## src/rtl/adc_seq_pkg.sv

```systemverilog
package adc_seq_pkg;
  localparam int unsigned CHAN_W = 3;
  localparam int unsigned DATA_W = 8;

  typedef enum logic {
    PH_SAMPLE = 1'b0,
    PH_BITS   = 1'b1
  } phase_e;
endpackage

```

## src/rtl/adc_trig_edge.sv

```systemverilog
module adc_trig_edge (
  input  logic clk,
  input  logic rst_n,
  input  logic trig_in,
  output logic rise
);
  logic trig_q;

  always_ff @(posedge clk or negedge rst_n) begin
    if (!rst_n) trig_q <= 1'b0;
    else        trig_q <= trig_in;
  end

  assign rise = trig_in & ~trig_q;

  // a detected edge lasts a single cycle
  p_edge_single_r7: assert property (@(posedge clk) disable iff (!rst_n)
    rise |=> !rise);
endmodule

```

## src/rtl/adc_seq_timer.sv

```systemverilog
module adc_seq_timer
  import adc_seq_pkg::*;
#(
  parameter int unsigned TOTAL_SLOW = 180,
  parameter int unsigned SAMP_SLOW  = 36,
  parameter int unsigned TOTAL_FAST = 120,
  parameter int unsigned SAMP_FAST  = 24,
  parameter int unsigned NBITS      = 8
) (
  input  logic                       clk,
  input  logic                       rst_n,
  input  logic                       run,
  input  logic                       restart,
  input  logic                       fast,
  output phase_e                     phase,
  output logic [$clog2(NBITS)-1:0]   bit_idx,
  output logic                       decide,
  output logic                       done
);
  localparam int unsigned BIT_SLOW = (TOTAL_SLOW - SAMP_SLOW) / NBITS;
  localparam int unsigned BIT_FAST = (TOTAL_FAST - SAMP_FAST) / NBITS;
  localparam int unsigned CNT_W    = $clog2(TOTAL_SLOW + 1);
  localparam int unsigned IDX_W    = $clog2(NBITS);
  localparam logic [CNT_W-1:0] SAMP_LAST_S = CNT_W'(SAMP_SLOW - 1);
  localparam logic [CNT_W-1:0] SAMP_LAST_F = CNT_W'(SAMP_FAST - 1);
  localparam logic [CNT_W-1:0] SLOT_LAST_S = CNT_W'(BIT_SLOW - 1);
  localparam logic [CNT_W-1:0] SLOT_LAST_F = CNT_W'(BIT_FAST - 1);
  localparam logic [IDX_W-1:0] IDX_TOP     = IDX_W'(NBITS - 1);

  logic [CNT_W-1:0] cnt_q, cnt_d;
  logic [IDX_W-1:0] idx_q, idx_d;
  phase_e           ph_q, ph_d;
  logic [CNT_W-1:0] samp_last, slot_last;
  logic             cnt_en;

  assign samp_last = fast ? SAMP_LAST_F : SAMP_LAST_S;
  assign slot_last = fast ? SLOT_LAST_F : SLOT_LAST_S;
  assign cnt_en    = run | restart | (ph_q != PH_SAMPLE) | (cnt_q != '0);

  always_comb begin
    cnt_d  = cnt_q;
    idx_d  = idx_q;
    ph_d   = ph_q;
    decide = 1'b0;
    done   = 1'b0;
    if (!run || restart) begin
      cnt_d = '0;
      idx_d = IDX_TOP;
      ph_d  = PH_SAMPLE;
    end else if (ph_q == PH_SAMPLE) begin
      if (cnt_q == samp_last) begin
        cnt_d = '0;
        idx_d = IDX_TOP;
        ph_d  = PH_BITS;
      end else begin
        cnt_d = cnt_q + 1'b1;
      end
    end else begin
      if (cnt_q == slot_last) begin
        decide = 1'b1;
        cnt_d  = '0;
        if (idx_q == '0) begin
          done  = 1'b1;
          idx_d = IDX_TOP;
          ph_d  = PH_SAMPLE;
        end else begin
          idx_d = idx_q - 1'b1;
        end
      end else begin
        cnt_d = cnt_q + 1'b1;
      end
    end
  end

  always_ff @(posedge clk or negedge rst_n) begin
    if (!rst_n) begin
      cnt_q <= '0;
      idx_q <= IDX_TOP;
      ph_q  <= PH_SAMPLE;
    end else if (cnt_en) begin
      cnt_q <= cnt_d;
      idx_q <= idx_d;
      ph_q  <= ph_d;
    end
  end

  assign phase   = ph_q;
  assign bit_idx = idx_q;

  // the sample window never runs past its mode's length
  p_samp_bound_r3: assert property (@(posedge clk) disable iff (!rst_n)
    (ph_q == PH_SAMPLE) |-> (cnt_q <= samp_last));
  // each bit slot never runs past its mode's length
  p_slot_bound_r5: assert property (@(posedge clk) disable iff (!rst_n)
    (ph_q == PH_BITS) |-> (cnt_q <= slot_last));
  // a restart always lands at the start of the sample window
  p_restart_r7: assert property (@(posedge clk) disable iff (!rst_n)
    (run && restart) |=> (ph_q == PH_SAMPLE && cnt_q == '0));
endmodule

```

## src/rtl/adc_sar_core.sv

```systemverilog
module adc_sar_core
  import adc_seq_pkg::*;
#(
  parameter int unsigned DATA_W = 8,
  parameter int unsigned IDX_W  = 3
) (
  input  logic              clk,
  input  logic              rst_n,
  input  logic              clear,
  input  phase_e            phase,
  input  logic [IDX_W-1:0]  bit_idx,
  input  logic              decide,
  input  logic              done,
  input  logic              cmp_in,
  input  logic              irq_en,
  output logic [DATA_W-1:0] dac_code,
  output logic [DATA_W-1:0] result,
  output logic              irq
);
  logic [DATA_W-1:0] sar_q, sar_d, sar_set, onehot;
  logic [DATA_W-1:0] res_q, res_d;
  logic              irq_q, irq_d;
  logic              sar_en, res_en;

  assign onehot = {{(DATA_W-1){1'b0}}, 1'b1} << bit_idx;

  always_comb begin
    sar_set          = sar_q;
    sar_set[bit_idx] = cmp_in;
  end

  always_comb begin
    sar_en = clear | decide;
    sar_d  = sar_q;
    if (clear || done) sar_d = '0;
    else if (decide)   sar_d = sar_set;
  end

  always_comb begin
    res_en = done & ~clear;
    res_d  = sar_set;
    irq_d  = done & ~clear & irq_en;
  end

  always_ff @(posedge clk or negedge rst_n) begin
    if (!rst_n) begin
      sar_q <= '0;
    end else if (sar_en) begin
      sar_q <= sar_d;
    end
  end

  always_ff @(posedge clk or negedge rst_n) begin
    if (!rst_n) begin
      res_q <= '0;
    end else if (res_en) begin
      res_q <= res_d;
    end
  end

  always_ff @(posedge clk or negedge rst_n) begin
    if (!rst_n) irq_q <= 1'b0;
    else        irq_q <= irq_d;
  end

  assign dac_code = (phase == PH_BITS) ? (sar_q | onehot) : '0;
  assign result   = res_q;
  assign irq      = irq_q;

  // the interrupt never lasts two cycles
  p_irq_pulse_r6: assert property (@(posedge clk) disable iff (!rst_n)
    irq_q |=> !irq_q);
  // the result moves only right after a completed conversion
  p_result_hold_r10: assert property (@(posedge clk) disable iff (!rst_n)
    (res_q != $past(res_q)) |-> $past(done));
endmodule

```

## src/rtl/adc_sel_seq.sv

```systemverilog
module adc_sel_seq
  import adc_seq_pkg::*;
#(
  parameter int unsigned TOTAL_SLOW = 180,
  parameter int unsigned SAMP_SLOW  = 36,
  parameter int unsigned TOTAL_FAST = 120,
  parameter int unsigned SAMP_FAST  = 24,
  parameter int unsigned CH_W       = adc_seq_pkg::CHAN_W,
  parameter int unsigned RES_W      = adc_seq_pkg::DATA_W
) (
  input  logic             clk,
  input  logic             rst_n,
  input  logic             mode_wr,
  input  logic             wr_start,
  input  logic             wr_select,
  input  logic [CH_W-1:0]  wr_chan,
  input  logic             wr_fast,
  input  logic             wr_trig_en,
  input  logic             trig_in,
  input  logic             cmp_in,
  output logic [CH_W-1:0]  mux_sel,
  output logic             sample_en,
  output logic [RES_W-1:0] dac_code,
  output logic [RES_W-1:0] result,
  output logic             eoc_irq
);
  localparam int unsigned IDX_W = $clog2(RES_W);

  logic            start_q, sel_q, fast_q, trg_q;
  logic [CH_W-1:0] chan_q;
  logic            run, restart, clear, trig_rise;
  phase_e          phase;
  logic [IDX_W-1:0] bit_idx;
  logic            decide, done;

  always_ff @(posedge clk or negedge rst_n) begin
    if (!rst_n) begin
      start_q <= 1'b0;
      sel_q   <= 1'b0;
      chan_q  <= '0;
      fast_q  <= 1'b0;
      trg_q   <= 1'b0;
    end else if (mode_wr) begin
      start_q <= wr_start;
      sel_q   <= wr_select;
      chan_q  <= wr_chan;
      fast_q  <= wr_fast;
      trg_q   <= wr_trig_en;
    end
  end

  adc_trig_edge u_trig (
    .clk     (clk),
    .rst_n   (rst_n),
    .trig_in (trig_in),
    .rise    (trig_rise)
  );

  assign run     = start_q & sel_q;
  assign restart = mode_wr | (trig_rise & trg_q & run);
  assign clear   = ~run | restart;

  adc_seq_timer #(
    .TOTAL_SLOW (TOTAL_SLOW),
    .SAMP_SLOW  (SAMP_SLOW),
    .TOTAL_FAST (TOTAL_FAST),
    .SAMP_FAST  (SAMP_FAST),
    .NBITS      (RES_W)
  ) u_timer (
    .clk     (clk),
    .rst_n   (rst_n),
    .run     (run),
    .restart (restart),
    .fast    (fast_q),
    .phase   (phase),
    .bit_idx (bit_idx),
    .decide  (decide),
    .done    (done)
  );

  adc_sar_core #(
    .DATA_W (RES_W),
    .IDX_W  (IDX_W)
  ) u_sar (
    .clk      (clk),
    .rst_n    (rst_n),
    .clear    (clear),
    .phase    (phase),
    .bit_idx  (bit_idx),
    .decide   (decide),
    .done     (done),
    .cmp_in   (cmp_in),
    .irq_en   (trg_q),
    .dac_code (dac_code),
    .result   (result),
    .irq      (eoc_irq)
  );

  assign mux_sel   = chan_q;
  assign sample_en = run & (phase == PH_SAMPLE);

  // a stopped block is silent
  p_idle_quiet_r9: assert property (@(posedge clk) disable iff (!rst_n)
    !run |-> (!sample_en && dac_code == '0 && !eoc_irq));
  // interrupts come only with trigger mode enabled
  p_irq_trig_r6: assert property (@(posedge clk) disable iff (!rst_n)
    eoc_irq |-> trg_q);
  // select-mode bit clear means no activity
  p_select_off_r11: assert property (@(posedge clk) disable iff (!rst_n)
    !sel_q |-> (!sample_en && !eoc_irq));
endmodule

```

## config.mk

```make
export PLATFORM = sky130hd
export DESIGN_NAME = adc_sel_seq
export DESIGN_NICKNAME = d
export VERILOG_FILES = /design/src/rtl/adc_seq_pkg.sv /design/src/rtl/adc_trig_edge.sv /design/src/rtl/adc_seq_timer.sv /design/src/rtl/adc_sar_core.sv /design/src/rtl/adc_sel_seq.sv
export SDC_FILE = /design/constraint.sdc
export NUM_CORES = 1
export LEC_CHECK = 0
export ABC_AREA = 1
export BUFFER_PORTS_ARGS = -buffer_cell sky130_fd_sc_hd__buf_2
export CAP_MARGIN = 5
export CORE_MARGIN = 2
export CORE_UTILIZATION = 50
export CTS_CLUSTER_SIZE = 14
export DETAILED_ROUTE_END_ITERATION = 8
export GPL_TIMING_DRIVEN = 0
export PLACE_DENSITY = 0.77
export SYNTH_ARGS = -nofsm -noshare
export SYNTH_HDL_FRONTEND = slang
export SYNTH_HIERARCHICAL = 1
export SYNTH_SLANG_ARGS = --single-unit
```

## constraint.sdc

```tcl
create_clock -name clk -period 4.7 [get_ports clk]
set_input_delay 0.235 -clock clk [delete_from_list [all_inputs] [get_ports clk]]
set_output_delay 0.235 -clock clk [all_outputs]
set_load 0.02 [all_outputs]
```

==> results.md <==
STA:
- After routing, the total negative slack on setup checks comes to 0 ns.
- Derived from the worst setup path, the maximum achievable clock frequency is approximately 460 MHz.
- The hold violation count in the final report was 0.
- Measured against its own limit, the worst slew margin works out to 0.4734.
- At the pin with the least slew margin, the transition time is 0.7900 ns.
- The final clock skew is between 0.015 and 0.02 ns.
- The number of pins with negative max-slew slack in the final report is 0.
- The worst path meets setup with 2.503 ns of slack.
- The minimum period implied by the final worst setup slack is roughly 2.2 ns.
- The count of final setup violators is 0.
- The post-route fraction of the period consumed by the critical path is 0.4675.
- The minimum hold slack is approximately 0.023 ns.
- Setup repair after global routing left no endpoint under its margin.

Cells and area:
- Of the cells placed in the final design, the portion with a size suffix greater than 1 is 0.2707.
- The repair_antennas step left the layout with diodes totalling 0.
- Measured on the finished design, the core utilization comes to 0.6087.
- Leaving out fill and tap cells, the most frequent cells in the layout are sky130_fd_sc_hd__nand2_1, sky130_fd_sc_hd__dfrtp_1, sky130_fd_sc_hd__buf_2.
- The number of fill cells in the layout is approximately 370.
- The most common cell after layout, fill and taps aside is sky130_fd_sc_hd__nand2_1.
- In the final design database the tool counted 330 nets.
- The area growth from synthesis to final layout is 15.45%.

Die:
- The placeable core region is between 0.004 and 0.005 mm².
- The horizontal die dimension is 69.65 µm.
- The die covers roughly 0.0049 mm².
- The overall die height is 69.65 µm.
- The floorplan has 23 rows.
- The initial utilization of the core area, before any placement, comes to 0.5273.
- The I/O pin count is 33.

Status:
- The flow ran to the end, and the final reports show no timing, DRC or antenna violations.

GRT:
- The first global-routing pass estimated roughly 7.7 mm of wire.
- The total congestion overflow after global routing is 0.
- Across every metal layer, demand over resource in global routing totals 0.1955.
- The via count of the first global-routing pass came to ~1,700.
- The pin count of the biggest net entering global routing is 38.
- The initial antenna violation count came to 0.

Placed design:
- Once detailed placement completed, the half-perimeter wirelength came to between 3 and 4 mm.
- Prior to clock tree synthesis, the placed netlist has a worst setup slack of 2.468 ns.
- The congestion estimate from routability-driven global placement came to between 0.8 and 0.9.
- The count of input and output buffers is 31.

Routing:
- The final layout contains routed wiring with a total length of between 4 and 5 mm.
- After the first detailed-routing iteration, the DRC count stood at approximately 120.
- The detail route stage leaves a number of antenna-violating nets equal to 0.
- The DRC violation count after routing is 0.
- The detail-routed net length per standard cell is ~12 µm.
- The first-pass iteration count of the detailed router is 4.
- The via density per instance is roughly 5.0.
- The detailed router placed between 1,500 and 2,000 vias in this run.

Yosys:
- By area the synthesized netlist is led by sky130_fd_sc_hd__dfrtp_1, sky130_fd_sc_hd__nand2_1, sky130_fd_sc_hd__nand3_1.
- Counting every instance in the synthesized netlist gives between 200 and 300.
- Synthesis inferred 37 register bits.
- The count of warnings emitted by yosys is 6.
- The mean instance size in the synthesized netlist is just under 8 µm².
- Of all cell types, the one taking the most synthesized area is sky130_fd_sc_hd__dfrtp_1.
- After synthesis, the netlist uses 28 different library cells.
- The fraction of synthesized cell area taken by the top area cell type is 0.3949.
- The sequential element share of the synthesized area is 0.4315.
- The mapped netlist covers 0.002155 mm².
- Synthesis produced a netlist with a net count of 292.

Worst setup path:
- Traced cell by cell, the critical path runs through nand2_1 -> o21ai_0 -> nor2_1 -> inv_1 -> nor3_1 -> nand2_2 -> inv_2 -> nand3_1 -> nand2_1.
- The data arrival time of the critical path is 2.43 ns.
- The startpoint kind of the worst setup timing path is a flip-flop.
- The critical-path maximum fanout is 10.
- The standard cell with the maximum stage delay on the critical path is sky130_fd_sc_hd__dfrtp_1.
- The largest single stage delay on the critical path is 0.39 ns.
- The type of element capturing the critical path is a flip-flop.
- The cell seen most often among critical-path stages is sky130_fd_sc_hd__nand2_1.
- The endpoint required time on the critical path is 4.93 ns.
- The kind of critical path is flip-flop to flip-flop.

CTS:
- The deepest level of the CTS H-tree is 2.
- The maximum buffer depth of the clock tree is 2.
- Post-CTS timing repair inserted 0 buffers for setup.
- The CTS clock-pin slew for the worst setup and hold paths is ~0.080 ns.
- The buffer cell driving the clock tree root is sky130_fd_sc_hd__clkbuf_8.
- TritonCTS built the clock tree.
- The total clock sinks is 37.
- Hold repair after CTS inserted 0 buffers.
- The number of buffers created by CTS is 5.
- For the worst-skew pair, the clock arrives at the later sink with an insertion delay of approximately 0.30 ns.
- The quantity of gates resized following cts is 0.

Power:
- The final total power is around 0.73 mW.
- The peak ir drop on the vdd network is 0.0001668 V.
- The cell area power density is between 200 and 300 mW/mm².
- The reported leakage power is 1.346 nW.

Worst hold path:
- In this run the worst hold path is classified as primary input to asynchronous set/reset pin.

Flow run:
- The tool flagged a number of max-cap violations equal to 0.
==> worst paths after layout <==
| check | from | endpoint | slack, ns | cells after the start |
|---|---|---|---|---|
| worst max-delay path | start_q | u_sar/result[1] | 2.50 | 9 |
| worst min-delay path | rst_n | u_timer/cnt_q[3] | 0.02 | 1 |
| worst max register to register | start_q | u_sar/result[1] | 2.50 | 9 |
| worst min register to register | sel_q | sel_q | 0.47 | 2 |
| max in group asynchronous | rst_n | u_sar/result[2] | 4.18 | 1 |
| min in group clk | trig_in | u_trig/trig_q | 0.06 | 1 |
==> kinds of logic after synthesis <==
kind of cell / synth area share
simple gates: 0.3891
mux: 0.004646
flops: 0.4315
xor+xnor: 0.02032
compound gates: 0.02846
fa+ha+maj: 0.02904
buf+inv: 0.09698
==> cell type report <==
class	instances	area [µm²]	area share
clock buffer	5	68.82	0.02767
sequential	37	929.6	0.3737
buffer	7	67.56	0.02716
inverter	37	141.4	0.05684
timing repair buffer	31	155.1	0.06237
clock inverter	3	46.29	0.01861
tap	50	62.56	0.02515
multi-input combinational	194	1016	0.4084
==> per-stage QoR <==
stage | area, µm² | cells
2_1_floorplan | 2155 | 275
4_1_cts | 2487 | 364
5_1_grt | 2487 | 364
3_3_place_gp | 2372 | 356
3_5_place_dp | 2372 | 356
6_report | 2487 | 364
==> report_power, final <==
part | leakage (nW) | switching [mW] | internal [mW]
clock network | 0.0543 | 0.122 | 0.159
logic | 0.801 | 0.0743 | 0.0369
registers | 0.491 | 0.00976 | 0.332
==> layer usage <==
| metal | vias to the layer above | share of wire | track usage |
|---|---|---|---|
| met4 | 0 | 0.013 | 0.06197 |
| met5 | - | 0 | 0 |
| met2 | 42 | 0.46 | 0.3184 |
| met1 | 840 | 0.49 | 0.2563 |
| met3 | 6 | 0.042 | 0.04942 |
| li1 | 942 | - | - |
==> worst max-delay path, delay by kind of cell (launching register included) <==
family          cells  cell delay (ns)
buf+inv             2             0.37
flops               1             0.39
compound gates      1             0.11
simple gates        6             1.27
==> state kept, by name, indices dropped and copies added, names as in the netlist <==
register / cells
sel_q: 1
u_sar/irq: 1
u_sar/sar_q: 8
u_trig/trig_q: 1
u_timer/cnt_q: 8
start_q: 1
trg_q: 1
fast_q: 1
mux_sel: 3
u_timer/bit_idx: 3
u_sar/result: 8
u_timer/phase: 1
==> synthesized netlist by cell type (all sizes together) <==
cell type,n
buf,7
o21ai,1
xnor2,1
nor2,29
mux2i,1
ha,5
nand4,8
nand3b,1
xor2,4
nand2,94
inv,37
nand3,36
or2,1
dfstp,3
a21oi,10
nor3,2
o22ai,1
dfrtp,34
No activity file was read; power rests on OpenSTA's default activity.
